**src/rtl/irq_call_pkg.sv**
```systemverilog
package irq_call_pkg;
  typedef enum logic [1:0] {
    PH_IDLE = 2'd0,
    PH_OP   = 2'd1,
    PH_LO   = 2'd2,
    PH_HI   = 2'd3
  } ack_ph_t;

  localparam logic [7:0] CALL_OPCODE = 8'hCD;

  localparam logic [2:0] RA_MASK   = 3'd0;
  localparam logic [2:0] RA_BASE_L = 3'd1;
  localparam logic [2:0] RA_BASE_H = 3'd2;
  localparam logic [2:0] RA_CTRL   = 3'd3;
  localparam logic [2:0] RA_EOI    = 3'd4;
endpackage

```
**src/rtl/irq_cfg_regs.sv**
```systemverilog
module irq_cfg_regs
  import irq_call_pkg::*;
#(
  parameter int NLINES = 8
) (
  input  logic              clk,
  input  logic              rst_n,
  input  logic              we,
  input  logic [2:0]        addr,
  input  logic [7:0]        wdata,
  output logic [NLINES-1:0] mask_o,
  output logic [15:0]       base_o,
  output logic              wide_o,
  output logic              eoi_o,
  output logic [NLINES-1:0] eoi_bits_o
);
  always_ff @(posedge clk) begin
    if (!rst_n) begin
      mask_o <= '1;
      base_o <= '0;
      wide_o <= 1'b0;
    end else if (we) begin
      case (addr)
        RA_MASK:   mask_o       <= wdata[NLINES-1:0];
        RA_BASE_L: base_o[7:0]  <= wdata;
        RA_BASE_H: base_o[15:8] <= wdata;
        RA_CTRL:   wide_o       <= wdata[0];
        default:   ;
      endcase
    end
  end

  assign eoi_o      = we && (addr == RA_EOI);
  assign eoi_bits_o = wdata[NLINES-1:0];
endmodule

```
**src/rtl/irq_prio_resolver.sv**
```systemverilog
module irq_prio_resolver #(
  parameter int NLINES = 8,
  localparam int IDX_W = $clog2(NLINES)
) (
  input  logic [NLINES-1:0] req,
  input  logic [NLINES-1:0] mask,
  input  logic [NLINES-1:0] isr,
  output logic              any_o,
  output logic [IDX_W-1:0]  win_o
);
  // Lowest index wins; an in-service bit shuts out itself and all higher indices.
  function automatic logic [IDX_W:0] pick(input logic [NLINES-1:0] cand,
                                          input logic [NLINES-1:0] busy);
    logic blocked;
    logic found;
    logic [IDX_W-1:0] idx;
    blocked = 1'b0;
    found   = 1'b0;
    idx     = '0;
    for (int i = 0; i < NLINES; i++) begin
      blocked = blocked | busy[i];
      if (!blocked && !found && cand[i]) begin
        found = 1'b1;
        idx   = IDX_W'(i);
      end
    end
    return {found, idx};
  endfunction

  assign {any_o, win_o} = pick(req & ~mask, isr);
endmodule

```
**src/rtl/irq_ack_fsm.sv**
```systemverilog
module irq_ack_fsm
  import irq_call_pkg::*;
#(
  parameter int NLINES = 8,
  localparam int IDX_W = $clog2(NLINES)
) (
  input  logic              clk,
  input  logic              rst_n,
  input  logic              inta_n,
  input  logic [IDX_W-1:0]  win_in,
  input  logic              eoi,
  input  logic [NLINES-1:0] eoi_bits,
  input  logic [15:0]       base,
  input  logic              wide,
  output ack_ph_t           ph_o,
  output logic              ack_fall_o,
  output logic              ack_rise_o,
  output logic [IDX_W-1:0]  win_q_o,
  output logic [NLINES-1:0] isr_o,
  output logic [7:0]        data_o,
  output logic              data_oe
);
  function automatic logic [15:0] svc_addr(input logic [15:0] b,
                                           input logic [IDX_W-1:0] n,
                                           input logic w);
    logic [15:0] off;
    off = 16'(n) << (w ? 2'd3 : 2'd2);
    return b + off;
  endfunction

  logic        inta_q;
  logic [15:0] addr;

  assign ack_fall_o = inta_q && !inta_n;
  assign ack_rise_o = !inta_q && inta_n;

  always_ff @(posedge clk) begin
    if (!rst_n) begin
      inta_q  <= 1'b1;
      ph_o    <= PH_IDLE;
      win_q_o <= '0;
      isr_o   <= '0;
    end else begin
      inta_q <= inta_n;
      if (eoi) isr_o <= isr_o & ~eoi_bits;
      case (ph_o)
        PH_IDLE: if (ack_fall_o) begin
          ph_o    <= PH_OP;
          win_q_o <= win_in;
        end
        PH_OP: if (ack_rise_o) ph_o <= PH_LO;
        PH_LO: if (ack_rise_o) ph_o <= PH_HI;
        PH_HI: if (ack_rise_o) begin
          ph_o  <= PH_IDLE;
          isr_o <= (eoi ? (isr_o & ~eoi_bits) : isr_o) | (NLINES'(1) << win_q_o);
        end
        default: ph_o <= PH_IDLE;
      endcase
    end
  end

  assign addr    = svc_addr(base, win_q_o, wide);
  assign data_oe = !inta_n;

  always_comb begin
    data_o = 8'h00;
    if (!inta_n) begin
      case (ph_o)
        PH_LO:   data_o = addr[7:0];
        PH_HI:   data_o = addr[15:8];
        default: data_o = CALL_OPCODE;
      endcase
    end
  end

  a_r3_opcode_first: assert property (@(posedge clk) disable iff (!rst_n)
    (ph_o == PH_OP && !inta_n) |-> (data_o == CALL_OPCODE));

  a_r7_winner_held: assert property (@(posedge clk) disable iff (!rst_n)
    (ph_o != PH_IDLE) |=> (ph_o == PH_IDLE || $stable(win_q_o)));

  a_r8_isr_marked: assert property (@(posedge clk) disable iff (!rst_n)
    (ph_o == PH_HI && ack_rise_o) |=> isr_o[win_q_o]);

  a_r10_bus_quiet: assert property (@(posedge clk) disable iff (!rst_n)
    inta_n |-> (!data_oe && data_o == 8'h00));
endmodule

```
**src/rtl/irq_call_seq.sv**
```systemverilog
module irq_call_seq
  import irq_call_pkg::*;
#(
  parameter int NLINES = 8,
  localparam int IDX_W = $clog2(NLINES)
) (
  input  logic              clk,
  input  logic              rst_n,
  input  logic [NLINES-1:0] req_i,
  input  logic              reg_we,
  input  logic [2:0]        reg_addr,
  input  logic [7:0]        reg_wdata,
  input  logic              inta_n,
  output logic              int_o,
  output logic [7:0]        data_o,
  output logic              data_oe
);
  logic [NLINES-1:0] mask_q;
  logic [15:0]       base_q;
  logic              wide_q;
  logic              eoi_hit;
  logic [NLINES-1:0] eoi_bits;
  logic [NLINES-1:0] isr_q;
  logic              res_any;
  logic [IDX_W-1:0]  res_win;
  logic [IDX_W-1:0]  win_q;
  ack_ph_t           ph;
  logic              ack_fall;
  logic              ack_rise;

  irq_cfg_regs #(.NLINES(NLINES)) u_cfg (
    .clk(clk), .rst_n(rst_n), .we(reg_we), .addr(reg_addr), .wdata(reg_wdata),
    .mask_o(mask_q), .base_o(base_q), .wide_o(wide_q),
    .eoi_o(eoi_hit), .eoi_bits_o(eoi_bits)
  );

  irq_prio_resolver #(.NLINES(NLINES)) u_res (
    .req(req_i), .mask(mask_q), .isr(isr_q), .any_o(res_any), .win_o(res_win)
  );

  irq_ack_fsm #(.NLINES(NLINES)) u_fsm (
    .clk(clk), .rst_n(rst_n), .inta_n(inta_n), .win_in(res_win),
    .eoi(eoi_hit), .eoi_bits(eoi_bits), .base(base_q), .wide(wide_q),
    .ph_o(ph), .ack_fall_o(ack_fall), .ack_rise_o(ack_rise), .win_q_o(win_q),
    .isr_o(isr_q), .data_o(data_o), .data_oe(data_oe)
  );

  assign int_o = res_any && (ph == PH_IDLE);

  a_r1_int_has_cause: assert property (@(posedge clk) disable iff (!rst_n)
    int_o |-> |(req_i & ~mask_q));

  a_r1_int_off_in_seq: assert property (@(posedge clk) disable iff (!rst_n)
    (ph != PH_IDLE) |-> !int_o);

  a_r11_masked_never_wins: assert property (@(posedge clk) disable iff (!rst_n)
    res_any |-> (!mask_q[res_win] && req_i[res_win]));

  a_r8_blocked_below: assert property (@(posedge clk) disable iff (!rst_n)
    res_any |-> ((isr_q & ((NLINES'(2) << res_win) - NLINES'(1))) == '0));

  a_r7_latch_on_fall: assert property (@(posedge clk) disable iff (!rst_n)
    (ph == PH_IDLE && ack_fall) |=> (ph == PH_OP));
endmodule

```
**config.mk**
```make
export PLATFORM = sky130hd
export DESIGN_NAME = irq_call_seq
export DESIGN_NICKNAME = d
export VERILOG_FILES = /design/src/rtl/irq_call_pkg.sv /design/src/rtl/irq_cfg_regs.sv /design/src/rtl/irq_prio_resolver.sv /design/src/rtl/irq_ack_fsm.sv /design/src/rtl/irq_call_seq.sv
export SDC_FILE = /design/constraint.sdc
export NUM_CORES = 1
export LEC_CHECK = 0
export ABC_AREA = 1
export BUFFER_PORTS_ARGS = -buffer_cell sky130_fd_sc_hd__buf_2
export CAP_MARGIN = 40
export CORE_MARGIN = 2
export CORE_UTILIZATION = 59
export CTS_BUF_LIST = sky130_fd_sc_hd__clkbuf_2 sky130_fd_sc_hd__clkbuf_4 sky130_fd_sc_hd__clkbuf_8
export DETAILED_ROUTE_END_ITERATION = 10
export PLACE_DENSITY = 0.86
export SLEW_MARGIN = 20
export SYNTH_ARGS = -nofsm -noshare
export SYNTH_HDL_FRONTEND = slang
export SYNTH_SLANG_ARGS = --single-unit
```
**constraint.sdc**
```tcl
create_clock -name clk -period 2.79 [get_ports clk]
set_clock_uncertainty 0.1 [all_clocks]
set_input_delay 0.4185 -clock clk [delete_from_list [all_inputs] [get_ports clk]]
set_output_delay 0.4185 -clock clk [all_outputs]
set_load 0.01 [all_outputs]
```
==> summary.md <==
| Metric | Value |
|---|---|
| Result of the run | completed |
| Maximum VDD drop | 0.3250 mV |
| Number of buffers between clock root and the deepest sink | 2 |
| Highest layer used for signal routing | met4 |
| Hold Crit Start | reg_wdata[5] |
| Core Region | about 0.0037 sq mm |
| Clock buffers created by TritonCTS | 5 |
| Chip Height | ~67 um |
| Synth Flop Type | dfxtp_1 |
| Cell area after synthesis | 0.002310 sq mm |
| Worst Hold Path EP | u_cfg.base_o[5] |
| Length of routed met3 wiring | 439 um |
| Top cells by area in the synthesized netlist | dfxtp_1, a21oi_1, nand2_1 |
| Remaining DRCs | 0 |
| Violation count after the first detailed-routing iteration | 156 |
| Chip Width | 66.57 um |
| Worst setup EP type | output pin |
| First-pass detailed-route iteration total | 5 |
| Post-route antenna net violation count | 0 |
| Antenna fix cells | 0 |
| RSZ-0062 raised after global routing | yes |
| H-tree lvl count | 2 |
| Largest area contributor in the netlist | dfxtp_1 |
| Maximum net fanout on the critical path | 5 |
| Global placer's final weighted congestion | about 0.93 |
| Synth Register Bits | 39 |
| CTS tree | yes |
| Transition time at the pin with the least slew margin | 0.6915 ns |
| Number of primary I/O pins | 33 |
| Portion of synthesized cell area occupied by the leading cell type | 33.80% |
| CTS clock-pin slew for the worst setup and hold paths | ~0.08 ns |
| Critical path class | flop to output pin |
| Worst path arrival time | about 2.2 ns |
| Count of vias placed by the detailed router | 2,409 |
| Filler cells | 298 |
| EDFF count, synth | 0 |
| Effective utilization at floorplan | between 60 and 70% |
| Critical Path Start Type | flop |
| Cell variety after synth | 34 |
| Hpwl dp | 4260 um |
| Number of cells on the worst reg-to-reg path | 8 |
| Via count of the first global-routing pass | between 2,000 and 2,500 |
| Global-route wire length before repair | 9487 um |
| Total Power Consumption | 1.385 mW |
| Remaining max-slew budget at the tightest pin | 53.55% |
| Syn nets | 368 |
| Part of the cycle the worst path needs | 98.67% |
| Insertion delay of the later-clocked pin in the worst-skew pair | 0.29 ns |
| Root Buffer | clkbuf_8 |
| NumNets Final | 402 |
| Fraction of layout cells with a size suffix above 1 | 24.53% |
| Final Non-Filler Cells | 419 |
| Cells after DPL | 409 |
| Final count of negative-setup-slack endpoints | 0 |
| Routed metal-1 wire length | 2503 um |
| Class of the tightest hold or removal check | input port to flop |
| Total global routing track utilization | approximately 28% |
| Number of standard cells after synthesis | 336 |
| Vias per std cell | 5.749 |
| Final worst hold slack | roughly 0.32 ns |
| Syn. warnings | 0 |
| Initial antenna violation count | 0 |
| Top achievable clock speed | 0.3633 GHz |
| Summed negative setup slack over all endpoints | 0 ns |
| Maximum number of pins on one net before global-route repair | 31 |
| Wire per inst | 13.74 um |
| Pwr dens | 513.2 mW/mm^2 |
| Number of I/O port buffers | 32 |
| Cts-stage hold buffer count | 0 |
| Setup slack of the most critical reg-to-reg path | 0.90 ns |
| Startpoint of the lowest-slack register-to-register path | u_fsm.ph_o[0] |
| Reg-to-reg critical path endpoint | u_fsm.ph_o[1] |
| TritonCTS sink count | 39 |
| Leakage | between 1 and 1.5 nW |
| Syn-to-layout area delta | 16.85% |
| Max Cap Violations | 0 |
| Instance count along the most critical hold path | 3 |
| Floorplan die area | around 0.0044 sq mm |
| Share of the core filled with cells in the final layout | 72.63% |
| Number of hold violations in the final report | 0 |
| Total number of placement rows | 22 |
| Syn Area/Cell | 6.874 sq um |
| Share of synthesized flip-flops with an asynchronous set or reset | 0% |
| Total congestion overflow after global routing | 0 |
| Slew Limit Fails | 0 |
| Critical path data required time | 2.27 ns |
| Drt total wl | 5755 um |
| Met2 wirelength from detailed routing | 2724 um |
| Portion of the post-synthesis area used by sequential elements | 33.80% |
| Time the worst path needs with I/O delays and setup | 2.753 ns |
## flip-flops by register name, indices dropped and copies added (netlist names)
| signal | count |
|---|---|
| u_cfg.mask_o | 8 |
| u_fsm.win_q_o | 3 |
| u_fsm.inta_q | 1 |
| u_cfg.base_o | 16 |
| u_fsm.ph_o | 2 |
| u_fsm.isr_o | 8 |
| u_cfg.wide_o | 1 |
## cells in the mapped netlist, types with 4 or more instances
cell type	count
o21ai_0	38
inv_2	4
ha_1	8
o211ai_1	9
dfxtp_1	39
nand2_2	4
nand4_1	5
nand2_1	55
inv_1	44
nand3_1	23
a21oi_1	42
buf_2	4
nor2_1	27
## metrics by stage
stage,setup slack (ns),cell area [sq um]
2_1_floorplan,0.3788,2310
3_3_place_gp,0.2675,2495
3_5_place_dp,0.1708,2495
4_1_cts,0.01034,2606
5_1_grt,-0.05034,2699
6_report,0.03716,2699
## what timing repair did
action,4_1_cts,5_1_grt
gates cloned,0,0
pin swaps,0,7
buffers inserted,0,2
setup endpoints to repair,6,5
gates resized for setup,8,26
## how the worst max path moves through the flow
stage,from,endpoint,depth (start not counted)
6_report,u_fsm.win_q_o[0],data_o[6],13
5_1_grt,u_fsm.win_q_o[0],data_o[4],13
4_1_cts,u_fsm.win_q_o[0],data_o[0],14
3_3_place_gp,u_fsm.win_q_o[0],data_o[6],13
3_5_place_dp,u_fsm.win_q_o[0],data_o[6],13
2_1_floorplan,u_fsm.win_q_o[0],data_o[6],12
## routing by layer
metal  track usage (%)  vias to the layer above
li1                  -                     1191
met1             36.95                     1100
met2             47.00                      107
met3             5.574                       11
met4             4.847                        0
met5                 0                        -
## placed cells by master, fill, tap and decap left out, drive strengths merged
| cell type | netlist | routed |
|---|---|---|
| clkinv | 2 | 3 |
| buf | 5 | 35 |
| nor2 | 33 | 33 |
| o21bai | 2 | 2 |
| or2 | 1 | 1 |
| inv | 48 | 48 |
| a31oi | 1 | 1 |
| and3 | 1 | 1 |
| o211ai | 9 | 9 |
| clkinvlp | 0 | 1 |
| ha | 8 | 8 |
| nand4 | 6 | 6 |
| fa | 1 | 1 |
| clkbuf | 3 | 6 |
| dfxtp | 39 | 39 |
| a31o | 1 | 1 |
| a21oi | 42 | 42 |
| nand2 | 59 | 59 |
| nor3 | 6 | 6 |
| a211oi | 1 | 1 |
| o21ai | 40 | 40 |
| nand3b | 1 | 1 |
| nand3 | 24 | 24 |
| a21boi | 1 | 1 |
| nor4 | 2 | 2 |
## power breakdown
| part | switching [mW] | internal (mW) | total (mW) |
|---|---|---|---|
| Clock | 0.204 | 0.202 | 0.405 |
| Combinational | 0.229 | 0.132 | 0.361 |
| Sequential | 0.0293 | 0.589 | 0.619 |
## kinds of logic after synthesis
family	after synthesis	synth area share (%)
simple gates	133	28.39
compound gates	97	22.64
fa+ha+maj	9	5.201
buf+inv	58	9.967
flops	39	33.80
## cell type report
type / instances / area [sq um] / share of cell area, %
Timing Repair Buffer: 35 / 182.7 / 6.769
Tap cell: 48 / 60.06 / 2.225
Inverter: 50 / 187.7 / 6.954
Clock buffer: 6 / 82.58 / 3.060
Sequential cell: 39 / 787.0 / 29.16
Clock inverter: 2 / 16.27 / 0.6027
Multi-Input combinational cell: 239 / 1383 / 51.23
## critical path: stages (launching register included)
cell	delay [ns]
dfxtp_2	0.34
inv_2	0.10
nor2_2	0.06
ha_2	0.20
fa_2	0.35
nand2_2	0.08
nand2_2	0.05
nand2_2	0.09
nand2_4	0.08
nand3_4	0.08
o21ai_0	0.08
o21bai_1	0.16
a31oi_1	0.12
buf_2	0.15
Note: power is estimated with default switching activity, not from simulation.
